<file path="src/rtl/boot_src_pkg.sv">
package boot_src_pkg;

  typedef enum logic [1:0] {
    MODE_USER = 2'd0,
    MODE_SBOOT = 2'd1,
    MODE_ALT = 2'd2,
    MODE_RSVD = 2'd3
  } boot_mode_e;

  typedef enum logic [1:0] {
    SEL_WAIT,
    SEL_WATCH,
    SEL_DONE,
    SEL_OFF
  } sel_state_e;

  function automatic boot_mode_e decode_straps(input logic hi, input logic lo);
    case ({hi, lo})
      2'b11: decode_straps = MODE_USER;
      2'b10: decode_straps = MODE_SBOOT;
      2'b01: decode_straps = MODE_ALT;
      default: decode_straps = MODE_RSVD;
    endcase
  endfunction

  function automatic logic remap_for(input boot_mode_e m, input logic sig_good);
    case (m)
      MODE_SBOOT: remap_for = 1'b1;
      MODE_ALT: remap_for = ~sig_good;
      default: remap_for = 1'b0;
    endcase
  endfunction

endpackage

</file>
<file path="src/rtl/bsd_line_sync.sv">
module bsd_line_sync #(
  parameter int STAGES = 2,
  parameter logic IDLE = 1'b1
) (
  input logic clk,
  input logic rst_n,
  input logic din,
  output logic level,
  output logic fell,
  output logic rose
);
  logic [STAGES:0] chain;

  genvar g;
  generate
    for (g = 0; g <= STAGES; g++) begin : g_stage
      if (g == 0) begin : g_first
        always_ff @(posedge clk or negedge rst_n)
          if (!rst_n) chain[0] <= IDLE;
          else chain[0] <= din;
      end else begin : g_next
        always_ff @(posedge clk or negedge rst_n)
          if (!rst_n) chain[g] <= IDLE;
          else chain[g] <= chain[g-1];
      end
    end
  endgenerate

  assign level = chain[STAGES-1];
  assign fell = chain[STAGES] & ~chain[STAGES-1];
  assign rose = ~chain[STAGES] & chain[STAGES-1];
endmodule

</file>
<file path="src/rtl/bsd_dom_filter.sv">
module bsd_dom_filter #(
  parameter int LIMIT = 20,
  localparam int CW = $clog2(LIMIT + 1)
) (
  input logic clk,
  input logic rst_n,
  input logic enable,
  input logic line,
  input logic line_rose,
  output logic [CW-1:0] count,
  output logic saturated,
  output logic valid_rise
);
  logic [CW-1:0] cnt_q;

  always_ff @(posedge clk or negedge rst_n)
    if (!rst_n) cnt_q <= '0;
    else if (!enable || line) cnt_q <= '0;
    else if (cnt_q != CW'(LIMIT)) cnt_q <= cnt_q + 1'b1;

  assign count = cnt_q;
  assign saturated = (cnt_q == CW'(LIMIT));
  assign valid_rise = enable & line_rose & saturated;
endmodule

</file>
<file path="src/rtl/bsd_strap_latch.sv">
module bsd_strap_latch
  import boot_src_pkg::*;
(
  input logic clk,
  input logic rst_n,
  input logic strap_hi,
  input logic strap_lo,
  output boot_mode_e mode,
  output logic captured,
  output logic capture_now
);
  boot_mode_e mode_q;
  logic cap_q;

  assign capture_now = ~cap_q;

  always_ff @(posedge clk or negedge rst_n)
    if (!rst_n) begin
      mode_q <= MODE_USER;
      cap_q <= 1'b0;
    end else if (!cap_q) begin
      mode_q <= decode_straps(strap_hi, strap_lo);
      cap_q <= 1'b1;
    end

  assign mode = mode_q;
  assign captured = cap_q;
endmodule

</file>
<file path="src/rtl/boot_src_detect.sv">
module boot_src_detect
  import boot_src_pkg::*;
#(
  parameter int SYNC_STAGES = 2,
  parameter int GLITCH_CYC = 20
) (
  input logic clk,
  input logic rst_n,
  input logic strap_hi,
  input logic strap_lo,
  input logic sig_ok,
  input logic uart_rx,
  input logic can_rx,
  output logic [1:0] boot_mode,
  output logic fetch_remap,
  output logic strap_rsvd,
  output logic src_uart,
  output logic src_can,
  output logic sel_done
);
  localparam int CW = $clog2(GLITCH_CYC + 1);

  boot_mode_e mode;
  logic captured, capture_now;
  logic uart_lvl, uart_fell, uart_rose;
  logic can_lvl, can_fell, can_rose;
  logic [CW-1:0] filt_cnt;
  logic filt_sat, can_valid_rise;
  logic watching, pick_uart, pick_can;
  sel_state_e state_q, state_d;
  logic src_uart_q, src_can_q, done_q;

  bsd_strap_latch u_straps (
    .clk(clk), .rst_n(rst_n), .strap_hi(strap_hi), .strap_lo(strap_lo),
    .mode(mode), .captured(captured), .capture_now(capture_now)
  );

  bsd_line_sync #(.STAGES(SYNC_STAGES), .IDLE(1'b1)) u_uart_sync (
    .clk(clk), .rst_n(rst_n), .din(uart_rx),
    .level(uart_lvl), .fell(uart_fell), .rose(uart_rose)
  );

  bsd_line_sync #(.STAGES(SYNC_STAGES), .IDLE(1'b1)) u_can_sync (
    .clk(clk), .rst_n(rst_n), .din(can_rx),
    .level(can_lvl), .fell(can_fell), .rose(can_rose)
  );

  assign watching = (state_q == SEL_WATCH);

  bsd_dom_filter #(.LIMIT(GLITCH_CYC)) u_filter (
    .clk(clk), .rst_n(rst_n), .enable(watching), .line(can_lvl),
    .line_rose(can_rose), .count(filt_cnt), .saturated(filt_sat),
    .valid_rise(can_valid_rise)
  );

  // UART wins any tie, so the CAN pick needs the UART event to be absent.
  assign pick_uart = watching & uart_fell;
  assign pick_can = watching & can_valid_rise & ~uart_fell;

  always_comb begin
    state_d = state_q;
    case (state_q)
      SEL_WAIT: state_d = (decode_straps(strap_hi, strap_lo) == MODE_SBOOT) ? SEL_WATCH : SEL_OFF;
      SEL_WATCH: if (pick_uart || pick_can) state_d = SEL_DONE;
      default: state_d = state_q;
    endcase
  end

  always_ff @(posedge clk or negedge rst_n)
    if (!rst_n) begin
      state_q <= SEL_WAIT;
      src_uart_q <= 1'b0;
      src_can_q <= 1'b0;
      done_q <= 1'b0;
    end else begin
      state_q <= state_d;
      done_q <= pick_uart | pick_can;
      if (pick_uart) src_uart_q <= 1'b1;
      if (pick_can) src_can_q <= 1'b1;
    end

  assign boot_mode = mode;
  assign fetch_remap = remap_for(mode, sig_ok);
  assign strap_rsvd = captured & (mode == MODE_RSVD);
  assign src_uart = src_uart_q;
  assign src_can = src_can_q;
  assign sel_done = done_q;
endmodule

</file>
<file path="config.mk">
export PLATFORM = sky130hd
export DESIGN_NAME = boot_src_detect
export DESIGN_NICKNAME = d
export VERILOG_FILES = /design/src/rtl/boot_src_pkg.sv /design/src/rtl/bsd_line_sync.sv /design/src/rtl/bsd_dom_filter.sv /design/src/rtl/bsd_strap_latch.sv /design/src/rtl/boot_src_detect.sv
export SDC_FILE = /design/constraint.sdc
export NUM_CORES = 1
export LEC_CHECK = 0
export BUFFER_PORTS_ARGS = -buffer_cell sky130_fd_sc_hd__buf_2
export CAP_MARGIN = 20
export CORE_MARGIN = 3
export CORE_UTILIZATION = 44
export CTS_BUF_LIST = sky130_fd_sc_hd__clkbuf_8 sky130_fd_sc_hd__clkbuf_16
export DETAILED_ROUTE_END_ITERATION = 7
export HOLD_SLACK_MARGIN = 0.12
export PLACE_DENSITY = 0.68
export SYNTH_ARGS = -nofsm -noshare
export SYNTH_HDL_FRONTEND = slang
export SYNTH_SLANG_ARGS = --single-unit
</file>
<file path="constraint.sdc">
create_clock -name clk -period 1.35 [get_ports clk]
set_input_delay 0.2025 -clock clk [delete_from_list [all_inputs] [get_ports clk]]
set_output_delay 0.2025 -clock clk [all_outputs]
set_load 0.01 [all_outputs]
</file>
==> flow_summary_export.csv, run 1 <==
group,metric,value,unit
outcome,status,"finished, violations left",
outcome,failed_checks,"negative setup slack",
synth,synth_edf_count,0,
setup_path,start_kind,"flop",
global_routing,grt-ovfl-total,0,
setup_path,cp.arrival,1.21,ns
synth,synth_warnings,0,
global_routing,grt_max_degree,20,
setup_path,rr_startpoint,"u_filter.count[1]",
global_routing,gr-usage-all-layers,12.65,%
sta,rsz0062_at_grt,"yes",
die,placeableCoreArea,0.001612,sq mm
global_routing,grt_pass1_wl,2235,microns
synth,synth-seq-area-share,60.22,%
synth,syn_avg_cell_area,13.15,sq um
place,io_buffers,13,
routing,vias,506,
die,pin_count,14,
clock_network,clk_latency,0.24,ns
pwr,p_leak,0.5056,nW
pwr,power,1.089,mW
synth,synth_cell_type_count,22,
sta,setup_viol,1,
flow_run,maxCapViolations,0,
sta,max_freq,0.7087,GHz
cells_and_area,syn_to_final_growth,32.61,%
die,rows,14,
routing,vias_per_cell,4.478,
clock_network,cts_made_buffers,3,
synth,synth_top_area_share,40.56,%
sta,hold_viol,0,
sta,final_max_slew_viol_count,0,
setup_path,cp_data_required_time,1.15,ns
synth,syn-num-nets,73,
setup_path,crit_chain,"inv_2 -> ha_1 -> a21oi_2 -> nor2_2 -> buf_2",
routing,routed_wl,1335,microns
setup_path,regToRegEndpoint,"state_q[1]",
sta,period_minus_slack,1.411,ns
clock_network,h-tree-depth,1,
die,start_util,49.77,%
setup_path,r2r_slack,0.04,ns
sta,worst_slack,-0.06097,ns
routing,wl_per_cell,11.81,microns
setup_path,path_class,"flop to output port",
place,place_ws,0.01117,ns
die,die_area,0.002371,sq mm
setup_path,path_max_fanout,4,
synth,synth.most_common_cell,"dfrtp_1",
setup_path,rr_worst_depth,5,
setup_path,crit_path_end_kind,"output port",
routing,firstDrtPassIters,3,
cells_and_area,num-nets-final,102,
synth,synth_commonest_cells,"dfrtp_1 (13), dfstp_2 (6), ha_1 (5), inv_1 (5), nor2_1 (4)",
die,die_y,48.70,microns
synth,ys.flop_type,"dfrtp_1",
sta,fin_crit_sh,104.5,%
place,place_congestion,0.7304,
cells_and_area,fin_cells,113,
pwr,power_per_cell_area,1024,mW/mm^2
synth,syn_area,802.0,sq um
worst_hold_path,whs_path_depth,2,
setup_path,cp.depth,5,
routing,ant_nets,0,
cells_and_area,insertedDiodeCount,0,
sta,finClkSkew,0.001277,ns
sta,final.setup.tns,-0.06097,ns
die,dieWidth,48.70,microns
global_routing,antenna_found_initial,0,
place,place_inst,102,
synth,ys_seq_elements,19,
worst_hold_path,min_to,"u_straps.mode[0]",
routing,drc,0,
routing,drtIter0Drc,4,
clock_network,clock-root-buffer,"clkbuf_8",
clock_network,clk_pin_slew,0.07,ns
cells_and_area,final_cell_area,0.001064,sq mm
synth,yosys.area.top_type,"dfrtp_1",
setup_path,crit_family,"flip-flops",
clock_network,cts.path.max_buffers,2,
setup_path,worst-path-buf-inv,2,
setup_path,slowest_delay,0.42,ns
pwr,peakVddDrop,0.8378,mV
synth,async_reset_ff_share,100.0,%
setup_path,crit_path_top_delay_cell,"dfrtp_2",
cells_and_area,post_route_cells_drive_above_1_share,51.69,%
worst_hold_path,hp-class,"primary input to flop",
worst_hold_path,min_from,"strap_lo",
place,dpl-instance-area,929.6,sq um
synth,synthTopCellsByArea,"dfrtp_1 (41%), dfstp_2 (20%), ha_1 (7.8%), mux2i_1 (3.7%), nand4b_4 (3.0%)",
clock_network,cts_tree,"yes",
global_routing,grt_pass1_vias,505,
clock_network,clock_sinks,19,
synth,postSynthCellCount,61,
-- kinds of logic (layout without fill, tap and decap cells) --
| kind of cell | after synthesis | in the layout | synth area share [%] |
|---|---|---|---|
| adder cells (fa/ha/maj) | 5 | 5 | 7.800 |
| AO/OA/AOI/OAI | 4 | 4 | 2.964 |
| XOR/XNOR | 4 | 4 | 4.369 |
| flip-flops | 19 | 19 | 60.22 |
| multiplexers | 3 | 3 | 3.744 |
| AND/OR/NAND/NOR | 20 | 20 | 18.10 |
| buffers and inverters | 5 | 33 | 2.340 |
| other | 1 | 1 | 0.4676 |
-- layer usage --
layer | wire, microns | track usage, % | part of all wire, % | up-vias
met5 | 0 | 0 | 0 | -
met4 | 17 | 7.109 | 1.3 | 0
met3 | 44 | 3.681 | 3.3 | 2
met2 | 666 | 20.36 | 50 | 10
met1 | 606 | 15.05 | 45 | 242
li1 | - | - | - | 252
-- cell type report --
cell class,count,area (sq um)
Fill cell,143,548.0
Sequential cell,19,484.2
Multi-Input combinational cell,37,329.1
Timing Repair Buffer,24,155.1
Clock buffer,3,41.29
Tap cell,24,30.03
Inverter,5,18.77
Clock inverter,1,5.005
-- power by group --
group	switching [mW]	internal (mW)	total, mW	leakage [nW]
sequential	0.0178	0.596	0.614	0.230
clock	0.169	0.204	0.373	0.0255
combinational	0.0477	0.0545	0.102	0.250
total	0.234	0.855	1.09	0.506
-- worst reg2reg max path, cell delays in order, from the launching register on --
cell	delay, ns
dfrtp_1	0.36
inv_1	0.05
ha_2	0.19
nand4b_4	0.09
and4bb_4	0.21
or3_1	0.30
-- worst max path at each step --
| stage | start | to | slack (ns) |
|---|---|---|---|
| after detailed placement | u_filter.count[1] | state_q[1] | 0.01 |
| after global placement | u_filter.count[1] | state_q[1] | 0.04 |
| after floorplan | u_filter.count[0] | state_q[1] | -0.02 |
| final | u_straps.mode[1] | fetch_remap | -0.06 |
| after global routing | u_straps.mode[0] | fetch_remap | -0.11 |
| after CTS | u_straps.mode[0] | fetch_remap | -0.06 |
-- timing repair --
| item | in CTS | in global routing |
|---|---|---|
| hold endpoints to repair | 15 | 0 |
| setup buffers | 1 | 3 |
| pin swaps | 1 | 6 |
| resized for setup | 1 | 8 |
| endpoints found under the setup margin | 1 | 6 |
| gates cloned | 0 | 0 |
| hold buffers | 3 | 0 |
-- flip-flops by register name, indices dropped and copies added (netlist names), 2 cells and up --
name,count
state_q,2
u_can_sync.chain,2
u_filter.count,5
u_straps.mode,2
u_uart_sync.chain,2
-- stage by stage --
| stage | utilization, % | hold WS (ns) |
|---|---|---|
| after global placement | 57.69 | 0.1538 |
| after floorplan | - | -0.09309 |
| after CTS | 62.89 | 0.1410 |
| after detailed placement | 57.69 | 0.1586 |
| final | 65.99 | 0.1432 |
| after global routing | 65.99 | 0.1348 |
-- layout by cell type (no fill, tap or decap), types with 3 or more instances in the layout --
cell type and count:
buf_4 8, dfrtp_1 12, dfstp_2 6, clkbuf_8 3, nor2_1 3, buf_2 13, inv_1 3, dlygate4sd3_1 3
mux2i_1 3
(Power assumes the default switching activity.)
==> inputs of run 2 (changes only) <==
--- a/config.mk
+++ b/config.mk
@@ -7,6 +7,7 @@
 export LEC_CHECK = 0
 export BUFFER_PORTS_ARGS = -buffer_cell sky130_fd_sc_hd__buf_2
 export CAP_MARGIN = 20
+export CORE_ASPECT_RATIO = 1.2
 export CORE_MARGIN = 3
 export CORE_UTILIZATION = 44
 export CTS_BUF_LIST = sky130_fd_sc_hd__clkbuf_8 sky130_fd_sc_hd__clkbuf_16
==> run 2 against run 1 <==
Against the previous run:
- the flow still finishes with violations (negative setup slack)
- critical endpoint unchanged
- maximum frequency rose by 0.43%
- register-to-register slack hardly changed
- count of clock-buffer cells in the layout unchanged
- final area is 2.0% lower
- via count up 0.40%
- critical path type unchanged
- critical path depth fell by 1
- global-route usage increased by 0.63 points
- sequential share of layout area rose by 1.0 points
- flip-flop and latch count unchanged
- worst setup slack improved by 0.0061 ns
==> flow_summary_export.csv, run 2 (synthesis results as in run 1) <==
group,metric,value,unit
outcome,status,"finished, violations left",
outcome,failed_checks,"negative setup slack",
sta,rsz0062_at_grt,"yes",
clock_network,clock-root-buffer,"clkbuf_8",
routing,wl_per_cell,12.26,microns
sta,worst_slack,-0.05491,ns
cells_and_area,multi_input_area,336.6,sq um
cells_and_area,post_route_cells_drive_above_1_share,50.00,%
worst_hold_path,hp-class,"primary input to flop",
place,dpl-instance-area,914.6,sq um
worst_hold_path,whs_path_depth,2,
pwr,power,1.099,mW
die,start_util,47.69,%
global_routing,grt_pass1_vias,498,
setup_path,start_kind,"flop",
pwr,switching_share,22.56,%
pwr,peakVddDrop,1.016,mV
worst_hold_path,min_from,"strap_hi",
setup_path,cp_data_required_time,1.15,ns
die,pin_count,14,
setup_path,path_class,"flop to output port",
pwr,pwr-share-comb,8.6,%
clock_network,h-tree-depth,1,
sta,setup_viol,2,
sta,fin_crit_sh,104.1,%
die,die_area,0.002373,sq mm
routing,firstDrtPassIters,4,
global_routing,grt-ovfl-total,0,
sta,hold_viol,0,
global_routing,gr-usage-all-layers,13.28,%
clock_network,clk_latency,0.26,ns
cells_and_area,largest_reg_flops,5,
die,die_y,52.77,microns
global_routing,grt_pass1_wl,2104,microns
cells_and_area,fillers,138,
setup_path,worst-path-buf-inv,2,
place,io_buffers,13,
flow_run,maxCapViolations,0,
setup_path,rr_worst_depth,5,
worst_hold_path,min_to,"u_straps.mode[1]",
setup_path,crit_family,"flip-flops",
setup_path,rr_startpoint,"u_filter.count[1]",
cells_and_area,num-nets-final,99,
pwr,clkPwrFrac,35.5,%
setup_path,regToRegEndpoint,"state_q[1]",
sta,max_freq,0.7118,GHz
pwr,seqPwrFrac,56.0,%
routing,ant_nets,0,
die,dieWidth,44.98,microns
pwr,power_per_cell_area,1055,mW/mm^2
setup_path,path_max_fanout,4,
setup_path,crit_chain,"inv_2 -> ha_4 -> nor2_1 -> buf_2",
cells_and_area,seqCellArea,485.5,sq um
sta,period_minus_slack,1.405,ns
pwr,p_leak,0.4914,nW
setup_path,r2r_slack,0.05,ns
setup_path,cp.arrival,1.20,ns
place,place_ws,0.02064,ns
routing,vias_per_cell,4.885,
cells_and_area,insertedDiodeCount,0,
global_routing,grt_max_degree,20,
routing,drtIter0Drc,9,
clock_network,cts_tree,"yes",
pwr,p_int,0.8513,mW
cells_and_area,fin_cells,104,
routing,vias,508,
sta,finClkSkew,0.0005586,ns
setup_path,crit_path_end_kind,"output port",
cells_and_area,layout_common_cells,"buf_2 (13), dfrtp_1 (11), dfstp_2 (6)",
sta,final.setup.tns,-0.08389,ns
cells_and_area,syn_to_final_growth,29.95,%
cells_and_area,final_common_cell,"buf_2",
clock_network,clock_sinks,19,
pwr,switching_power,0.2480,mW
clock_network,cts.path.max_buffers,2,
setup_path,slowest_delay,0.44,ns
die,rows,16,
setup_path,crit_path_top_delay_cell,"dfrtp_2",
place,place_congestion,0.8255,
routing,drc,0,
place,place_inst,95,
place,dp_hpwl,898.8,microns
clock_network,clk_pin_slew,0.07,ns
global_routing,antenna_found_initial,0,
routing,routed_wl,1275,microns
die,placeableCoreArea,0.001682,sq mm
sta,final_max_slew_viol_count,0,
clock_network,cts_made_buffers,3,
cells_and_area,final_cell_area,0.001042,sq mm
==> run 2: changes by cell type in the layout (fill, tap and decap cells not counted) <==
cell and delta:
nor2_2 -1, ha_4 +1, ha_2 -1, buf_4 -3, dfrtp_1 -1, dfrtp_2 +1, nor2_1 +1
==> run 2: layer usage <==
metal,share of wire (%),global-route usage (%),vias up
li1,-,-,247
met1,42,14.79,245
met2,49,20.52,12
met3,4.9,3.093,4
met4,3.8,11.71,0
met5,0,0,-
==> run 2: worst max path at each step <==
stage / slack, ns / from / endpoint / cells after the start
2_1_floorplan: -0.02 / u_filter.count[0] / state_q[1] / 5
6_report: -0.05 / u_straps.mode[0] / fetch_remap / 4
4_1_cts: -0.03 / u_straps.mode[0] / fetch_remap / 5
3_3_place_gp: 0.02 / u_uart_sync.chain[2] / sel_done / 3
3_5_place_dp: 0.02 / u_filter.count[1] / state_q[1] / 5
5_1_grt: -0.09 / u_straps.mode[0] / fetch_remap / 4
==> run 2: layout make-up <==
cell class,instances,area share (%)
well taps,18,2.161
repair buffers,21,12.73
clock buffers,3,3.962
inverters,5,1.801
multi-input cells,37,32.29
flip-flops and latches,19,46.58
clock inverters,1,0.4802
==> run 2: repair_timing <==
item / 4_1_cts / 5_1_grt
hold endpoints to repair: 15 / 0
setup endpoints to repair: 3 / 6
pin swaps: 1 / 2
gates resized for setup: 5 / 4
hold buffers: 3 / 0
setup buffers: 1 / 1
==> run 2: per-stage QoR <==
step	util, %	hold slack [ns]
after floorplan	-	-0.09309
after CTS	60.34	0.1226
after global placement	54.39	0.1505
final	61.98	0.1187
after global routing	61.98	0.1254
after detailed placement	54.39	0.1580
==> run 2: power by group through the flow <==
stage	clock network [mW]	logic (mW)	registers, mW
6_report	0.390	0.0942	0.615
3_3_place_gp	0	0.0695	0.620
3_5_place_dp	0	0.0722	0.620
5_1_grt	0.424	0.106	0.618
4_1_cts	0.394	0.0843	0.613
2_1_floorplan	0	0.0318	0.620
